### config.mk
export PLATFORM = sky130hd
export DESIGN_NAME = text_overlay_gen
export DESIGN_NICKNAME = d
export VERILOG_FILES = /design/src/rtl/ovl_pkg.sv /design/src/rtl/ovl_cell_store.sv /design/src/rtl/ovl_glyph_map.sv /design/src/rtl/ovl_font_rom.sv /design/src/rtl/text_overlay_gen.sv
export SDC_FILE = /design/constraint.sdc
export NUM_CORES = 1
export LEC_CHECK = 0
export BUFFER_PORTS_ARGS = -buffer_cell sky130_fd_sc_hd__buf_2
export CORE_MARGIN = 2
export CORE_UTILIZATION = 45
export CTS_BUF_LIST = sky130_fd_sc_hd__clkbuf_4
export DETAILED_ROUTE_END_ITERATION = 10
export GPL_TIMING_DRIVEN = 0
export PLACE_DENSITY = 0.68
export REMOVE_ABC_BUFFERS = 1
export SYNTH_ARGS = -nofsm -noshare
export SYNTH_HDL_FRONTEND = slang
export SYNTH_SLANG_ARGS = --single-unit
### constraint.sdc
create_clock -name clk -period 8.7 [get_ports clk]
set_input_delay 0.435 -clock clk [delete_from_list [all_inputs] [get_ports clk]]
set_output_delay 0.435 -clock clk [all_outputs]
set_load 0.05 [all_outputs]
### src/rtl/ovl_pkg.sv
// Shared types and glyph-code constants for the character overlay.
// Assumes 8x8 glyphs and 4-bit cell values.
package ovl_pkg;
    localparam int GLYPH_BITS = 3;
    localparam int GLYPH_W    = 8;

    typedef logic [3:0]         cell_val_t;
    typedef logic [5:0]         glyph_code_t;
    typedef logic [GLYPH_W-1:0] glyph_row_t;

    localparam glyph_code_t DIGIT_BASE  = 6'd32;
    localparam glyph_code_t LETTER_BASE = 6'd1;
    localparam cell_val_t   FIRST_HEX   = 4'd10;
endpackage

### src/rtl/ovl_cell_store.sv
// Cell store: ROWS x COLS array of 4-bit values held in flops and cleared on reset.
// It has one write port and one registered read port, and a read of a cell
// being written returns the old value.
// Assumes out-of-range addresses must never alias onto a stored cell.
module ovl_cell_store
    import ovl_pkg::*;
#(
    parameter int ROWS   = 6,
    parameter int COLS   = 20,
    parameter int ADDR_W = 6
) (
    input  logic              clk,
    input  logic              rst_n,
    input  logic              wr_en,
    input  logic [ADDR_W-1:0] wr_row,
    input  logic [ADDR_W-1:0] wr_col,
    input  cell_val_t         wr_val,
    input  logic [ADDR_W-1:0] rd_row,
    input  logic [ADDR_W-1:0] rd_col,
    output cell_val_t         rd_val_q
);
    localparam int DEPTH = ROWS * COLS;
    localparam int IW    = $clog2(DEPTH);
    localparam logic [ADDR_W-1:0] ROWS_L = ADDR_W'(ROWS);
    localparam logic [ADDR_W-1:0] COLS_L = ADDR_W'(COLS);

    cell_val_t      cells [DEPTH];
    logic           wr_ok, rd_ok;
    logic [IW-1:0]  wr_idx, rd_idx;
    cell_val_t      cur_val;

    // Range check and linear index for both ports.
    always_comb begin
        wr_ok   = (wr_row < ROWS_L) && (wr_col < COLS_L);
        rd_ok   = (rd_row < ROWS_L) && (rd_col < COLS_L);
        wr_idx  = IW'(wr_row * COLS + wr_col);
        rd_idx  = IW'(rd_row * COLS + rd_col);
        cur_val = rd_ok ? cells[rd_idx] : '0;
    end

    // Cell array: cleared on reset, one in-range write per clock.
    always_ff @(posedge clk) begin
        if (!rst_n) begin
            for (int i = 0; i < DEPTH; i++) cells[i] <= '0;
        end else if (wr_en && wr_ok) begin
            cells[wr_idx] <= wr_val;
        end
    end

    // Registered read, sampled before any same-edge write lands.
    always_ff @(posedge clk) begin
        if (!rst_n) rd_val_q <= '0;
        else        rd_val_q <= cur_val;
    end

    // an in-range write is present in the array after the edge.
    assert_write_lands_R9: assert property (@(posedge clk) disable iff (!rst_n)
        (wr_en && wr_ok) |=> (cells[$past(wr_idx)] == $past(wr_val)));

    // reading the cell being written returns its previous content.
    assert_read_first_R10: assert property (@(posedge clk) disable iff (!rst_n)
        (wr_en && wr_ok && rd_ok && (rd_idx == wr_idx)) |=> (rd_val_q == $past(cur_val)));
endmodule

### src/rtl/ovl_glyph_map.sv
// Value-to-glyph converter: digits 0-9 go to the digit block and 10-15 to the
// letter block starting at the letter A.
// Purely combinational; assumes the font places these blocks at the package bases.
module ovl_glyph_map
    import ovl_pkg::*;
(
    input  cell_val_t   val,
    output glyph_code_t code
);
    // Select the glyph block and add the offset within it.
    always_comb begin
        if (val < FIRST_HEX) code = DIGIT_BASE + glyph_code_t'(val);
        else                 code = LETTER_BASE + glyph_code_t'(val - FIRST_HEX);
    end
endmodule

### src/rtl/ovl_font_rom.sv
// Font memory: 64 glyphs of 8 rows x 8 bits with a registered read. The glyph
// contents are computed, not stored as a table. Code 1 is the letter A,
// codes 32-41 are seven-segment digits, and every other code is blank.
// Assumes the word address is {code, glyph row}.
module ovl_font_rom
    import ovl_pkg::*;
(
    input  logic                  clk,
    input  logic                  rst_n,
    input  glyph_code_t           code,
    input  logic [GLYPH_BITS-1:0] grow,
    output glyph_row_t            row_q
);
    // Segment set {a,b,c,d,e,f,g} for one decimal digit.
    function automatic logic [6:0] seg_set(input logic [3:0] d);
        case (d)
            4'd0:    seg_set = 7'b1111110;
            4'd1:    seg_set = 7'b0110000;
            4'd2:    seg_set = 7'b1101101;
            4'd3:    seg_set = 7'b1111001;
            4'd4:    seg_set = 7'b0110011;
            4'd5:    seg_set = 7'b1011011;
            4'd6:    seg_set = 7'b1011111;
            4'd7:    seg_set = 7'b1110000;
            4'd8:    seg_set = 7'b1111111;
            default: seg_set = 7'b1111011;
        endcase
    endfunction

    // Font row for one glyph code and row number.
    function automatic glyph_row_t font_word(input glyph_code_t c, input logic [2:0] r);
        logic [6:0] s;
        glyph_row_t w;
        w = '0;
        if (c == LETTER_BASE) begin
            case (r)
                3'd0:    w = 8'b00011000;
                3'd1:    w = 8'b00111100;
                3'd3:    w = 8'b01111110;
                3'd7:    w = 8'b00000000;
                default: w = 8'b01100110;
            endcase
        end else if (c >= DIGIT_BASE && c < DIGIT_BASE + 6'd10) begin
            s = seg_set(4'(c - DIGIT_BASE));
            case (r)
                3'd0:       w = s[6] ? 8'b00111100 : 8'b0;
                3'd1, 3'd2: w = (s[1] ? 8'b01000000 : 8'b0) | (s[5] ? 8'b00000010 : 8'b0);
                3'd3:       w = s[0] ? 8'b00111100 : 8'b0;
                3'd4, 3'd5: w = (s[2] ? 8'b01000000 : 8'b0) | (s[4] ? 8'b00000010 : 8'b0);
                3'd6:       w = s[3] ? 8'b00111100 : 8'b0;
                default:    w = 8'b0;
            endcase
        end
        return w;
    endfunction

    // Registered font read.
    always_ff @(posedge clk) begin
        if (!rst_n) row_q <= '0;
        else        row_q <= font_word(code, grow);
    end

    // codes outside the letter and digit blocks read back blank.
    assert_blank_codes_R6: assert property (@(posedge clk) disable iff (!rst_n)
        ((code != LETTER_BASE) && ((code < DIGIT_BASE) || (code > DIGIT_BASE + 6'd9)))
        |=> (row_q == '0));
endmodule

### src/rtl/text_overlay_gen.sv
// Character overlay top. It maps a raster coordinate to a cell, reads the cell
// value, converts it to a glyph code, reads the font row and selects the pixel bit.
// Latency is two clocks. Assumes coordinates come from an external sync
// generator and advance on the same clock.
module text_overlay_gen
    import ovl_pkg::*;
#(
    parameter int H_ACTIVE  = 640,
    parameter int V_ACTIVE  = 480,
    parameter int CELL_COLS = 20,
    parameter int CELL_ROWS = 6,
    parameter int COORD_W   = 10,
    parameter int ADDR_W    = 6
) (
    input  logic               clk,
    input  logic               rst_n,
    input  logic [COORD_W-1:0] pix_row,
    input  logic [COORD_W-1:0] pix_col,
    input  logic               wr_en,
    input  logic [ADDR_W-1:0]  wr_row,
    input  logic [ADDR_W-1:0]  wr_col,
    input  logic [3:0]         wr_val,
    output logic               pixel_on
);
    localparam int HI = GLYPH_BITS + ADDR_W;
    localparam logic [ADDR_W-1:0] ROWS_L = ADDR_W'(CELL_ROWS);
    localparam logic [ADDR_W-1:0] COLS_L = ADDR_W'(CELL_COLS);

    logic [ADDR_W-1:0]     cell_r, cell_c;
    logic                  in_win;
    logic                  s1_on, s2_on;
    logic [GLYPH_BITS-1:0] s1_grow, s1_gcol, s2_gcol;
    cell_val_t             cell_val;
    glyph_code_t           code;
    glyph_row_t            font_row;

    // Split the coordinate and decide whether it lands on the grid.
    always_comb begin
        cell_r = pix_row[GLYPH_BITS +: ADDR_W];
        cell_c = pix_col[GLYPH_BITS +: ADDR_W];
        in_win = (pix_row < COORD_W'(V_ACTIVE)) && (pix_col < COORD_W'(H_ACTIVE))
              && ((pix_row >> HI) == '0) && ((pix_col >> HI) == '0)
              && (cell_r < ROWS_L) && (cell_c < COLS_L);
    end

    ovl_cell_store #(.ROWS(CELL_ROWS), .COLS(CELL_COLS), .ADDR_W(ADDR_W)) u_store (
        .clk(clk), .rst_n(rst_n),
        .wr_en(wr_en), .wr_row(wr_row), .wr_col(wr_col), .wr_val(wr_val),
        .rd_row(cell_r), .rd_col(cell_c), .rd_val_q(cell_val)
    );

    ovl_glyph_map u_map (.val(cell_val), .code(code));

    ovl_font_rom u_font (
        .clk(clk), .rst_n(rst_n), .code(code), .grow(s1_grow), .row_q(font_row)
    );

    // Carry the window flag and the glyph position alongside the two reads.
    always_ff @(posedge clk) begin
        if (!rst_n) begin
            s1_on   <= 1'b0;
            s1_grow <= '0;
            s1_gcol <= '0;
            s2_on   <= 1'b0;
            s2_gcol <= '0;
        end else begin
            s1_on   <= in_win;
            s1_grow <= pix_row[GLYPH_BITS-1:0];
            s1_gcol <= pix_col[GLYPH_BITS-1:0];
            s2_on   <= s1_on;
            s2_gcol <= s1_gcol;
        end
    end

    // Column 0 of a glyph is bit 7 of its font row.
    assign pixel_on = s2_on & font_row[(GLYPH_W-1) - int'(s2_gcol)];

    // reset darkens the output after the edge.
    assert_reset_dark_R1: assert property (@(posedge clk)
        !rst_n |=> !pixel_on);

    // a coordinate off the grid or off screen gives a dark pixel two clocks later.
    assert_dark_outside_R7: assert property (@(posedge clk) disable iff (!rst_n)
        !in_win |-> ##2 !pixel_on);
endmodule

==> flow_metrics.tcl <==
set metrics [dict create \
    outcome "finished, final reports clean" \
    multi_input_area_um2 9156 \
    fill_cells 4718 \
    p_switching_uw 1612 \
    crit_fanout 51 \
    gr-total-overflow 0 \
    clkTransAtPathRegs_ns 0.07 \
    synthCells 1824 \
    end_kind "flip-flop" \
    synthDistinctLibCells 58 \
    p_per_area_nw_per_um2 208.3 \
    peakVddDrop_mv 0.1312 \
    dp_cells 2466 \
    layout.cells.non_filler 2739 \
    ys_ff_latch 531 \
    clock_skew_ns 0.04283 \
    p_int_uw 4466 \
    htreeDepth 4 \
    numClockSinks 531 \
    worst-path-buf-inv 3 \
    grtUsageTotal_pct 23.22 \
    layout-drive-gt1-share_pct 24.58 \
    hold_viol_final 0 \
    viasPerCell 6.228 \
    coreArea_um2 56600 \
    drt_iter0_drc 2195 \
    critPathLaunchType "input port" \
    worst-setup-path-type "input port to flip-flop" \
    io_buffers 39 \
    whs_ns 0.1123 \
    seqCellArea_um2 15760 \
    hpwlAfterDp_mm 43.53 \
    leakagePower_uw 0.01173 \
    grt_max_degree 105 \
    gp_congestion 0.8519 \
    syn_to_final_growth_pct 12.93 \
    regToRegSetupSlack_ns 5.46 \
    synth_ff_type "edfxtp_1" \
    pin_count 40 \
    synth_edf_count 512 \
    start_util_pct 45.63 \
    critPathMaxStageDelay_ns 1.11 \
    syn_avg_cell_area_um2 14.16 \
    slew_headroom_pct 5.123 \
    die_y_um 243.6 \
    ys_seq_area_share_pct 60.99 \
    clockBufferDepth 3 \
    ys.warnings.count 0 \
    grt_pass1_wl_mm 103.3 \
    worstMarginPinSlew_ns 1.419 \
    async_flop_share_pct 0 \
    path_common_cell "nand3_1" \
    drv_slew 0 \
    synth_area_um2 25830 \
    post-route-min-period_ns 4.158 \
    combPwrFrac_pct 13.4 \
    cts_root_buf "clkbuf_4" \
    rows 87 \
    drt_first_pass_iters 6 \
    switching_share_pct 26.52 \
    p_seq_share_pct 48.5 \
    wirelength_mm 68.62 \
    post_cts_buffers 0 \
    timing.fmax_ghz 0.2405 \
    cp_slowest_cell "o21ai_0" \
    grt_pass1_vias 17120 \
    die_w_um 243.6 \
    numCtsBuffers 141 \
    max_cap_viol_count 0 \
    ant_nets 0 \
    fin_crit_sh_pct 47.80 \
    nets 1944 \
    dieArea_um2 59330 \
    crit_family "simple AND/OR/NAND/NOR gates" \
    hold_buffers 26 \
    via_count 17058 \
    path_cells "dlygate4sd3_1 > buf_4 > inv_2 > a211oi_1 > nand3_1 > nor2_1 > nand3_1 > o21ai_0" \
    hold_class "input port to flip-flop" \
    post_cts_resized 0 \
    setup_viol 0 \
    cp_data_required_time_ns 9.30 \
    rsz0062_at_grt "no" \
    postLayoutCoreUtil_pct 51.53 \
    cts_tree "built" \
    antenna_found_initial 5 \
    wl_per_cell_um 25.05 \
    arrival_ns 4.76 \
    p_clk_share_pct 38.1 \
    clock_latency_ns 1.02 \
    drc 0 \
]
-- tightest hold or removal path: stages --
cell	delay, ns
buf_2	0.21
nor4b_2	0.13
and3_1	0.17
-- kinds of logic after synthesis --
group	after synthesis	synth area share (%)
AOI/OAI and AO/OA	223	5.096
adders and majority gates	26	1.318
muxes	157	13.09
DFF	531	60.99
xor gates and xnor gates	19	0.6442
buffers and inverters	241	4.233
and+or+nand+nor	627	14.63
-- per-stage QoR --
stage / area, um^2 / setup WS (ns) / total power (uW) / TNS, ns
after detailed placement: 27030 / 4.187 / 3788 / 0
after global placement: 25950 / -2.646 / 3726 / -487.37
final: 29170 / 4.542 / 6077 / 0
after global routing: 29170 / 4.488 / 6293 / 0
after floorplan: 24810 / 3.870 / 3417 / 0
after CTS: 29160 / 4.818 / 6089 / 0
-- area by class of cell --
type                       instances  share of cell area [%]
antenna                            6                 0.05147
clock buffer                     217                   5.585
timing repair buffer             133                   4.658
inverter                          20                  0.2574
tap                              756                   3.243
sequential                       531                   54.01
clock inverter                    24                  0.8064
multi-input combinational       1052                   31.39
-- cells in the final DEF (no fill, tap or decap), drive strengths merged, types with 5 or more instances in the layout --
cell type,netlist,routed
edfxtp,512,512
and3,483,483
clkbuf,188,217
mux4,136,136
o21ai,128,128
buf,33,107
a22oi,30,30
nor3,28,28
nand3,27,27
dlygate4sd3,0,26
ha,24,24
a21oi,23,23
inv,19,22
nor2,21,21
nand2,20,20
dfxtp,19,19
mux2i,16,16
clkinv,1,15
and2,14,14
xnor2,13,13
nor4,8,8
diode,0,6
xor2,6,6
mux2,5,5
a311oi,5,5
bufinv,0,5
-- cell usage after synthesis, types with 5 or more instances --
master / instances / area, um^2
and2_1: 14 / 87.58
o21ai_0: 128 / 640.6
and3_1: 483 / 3022
a21oi_1: 23 / 115.1
nand2_1: 20 / 75.07
nand3_1: 27 / 135.1
xor2_1: 6 / 52.55
a22oi_1: 30 / 225.2
clkbuf_1: 186 / 698.2
nor2_1: 21 / 78.83
nor4_1: 8 / 50.05
mux2_2: 5 / 56.30
mux4_2: 109 / 2455
nor3_1: 28 / 140.1
a311oi_1: 5 / 43.79
buf_2: 15 / 75.07
edfxtp_1: 512 / 15370
dfxtp_1: 19 / 380.4
xnor2_1: 13 / 113.9
buf_12: 7 / 140.1
ha_1: 24 / 300.3
mux4_1: 27 / 709.4
inv_1: 18 / 67.56
mux2i_1: 16 / 160.2
buf_4: 5 / 37.54
-- state kept, by name, summed over array words and instances, names as in the netlist --
name / cells
u_store.cells: 512
u_font.row_q: 4
u_store.rd_val_q: 4
s1_gcol: 3
s1_grow: 3
s2_gcol: 3
s1_on: 1
s2_on: 1
-- power groups by stage --
stage	logic [uW]	clock network, uW	registers [uW]
global placement	732	0	2990
CTS	795	2350	2950
finish	812	2320	2950
floorplan	434	0	2980
global route	853	2480	2960
detailed placement	785	0	3000
-- per-layer routing --
layer  routed length (um)  part of all wire (%)  up-vias  global-route usage (%)
met5                   13                 0.019        -                       0
met4                 2230                   3.2        2                   10.33
met3                 7175                    10      159                   5.805
met2                32440                    47     1000                   36.48
met1                26760                    39     8493                   30.70
li1                     -                     -     7404                       -
-- path summary, 6_finish.rpt --
check	depth (start not counted)	end	from
setup reg to reg	13	u_font.row_q[4]	u_store.rd_val_q[1]
hold reg to reg	1	s2_gcol[2]	s1_gcol[2]
setup / recovery	8	u_store.cells[53][0]	rst_n
hold / removal	3	u_store.cells[105][3]	wr_col[1]
No activity file was read; power rests on OpenSTA's default activity.
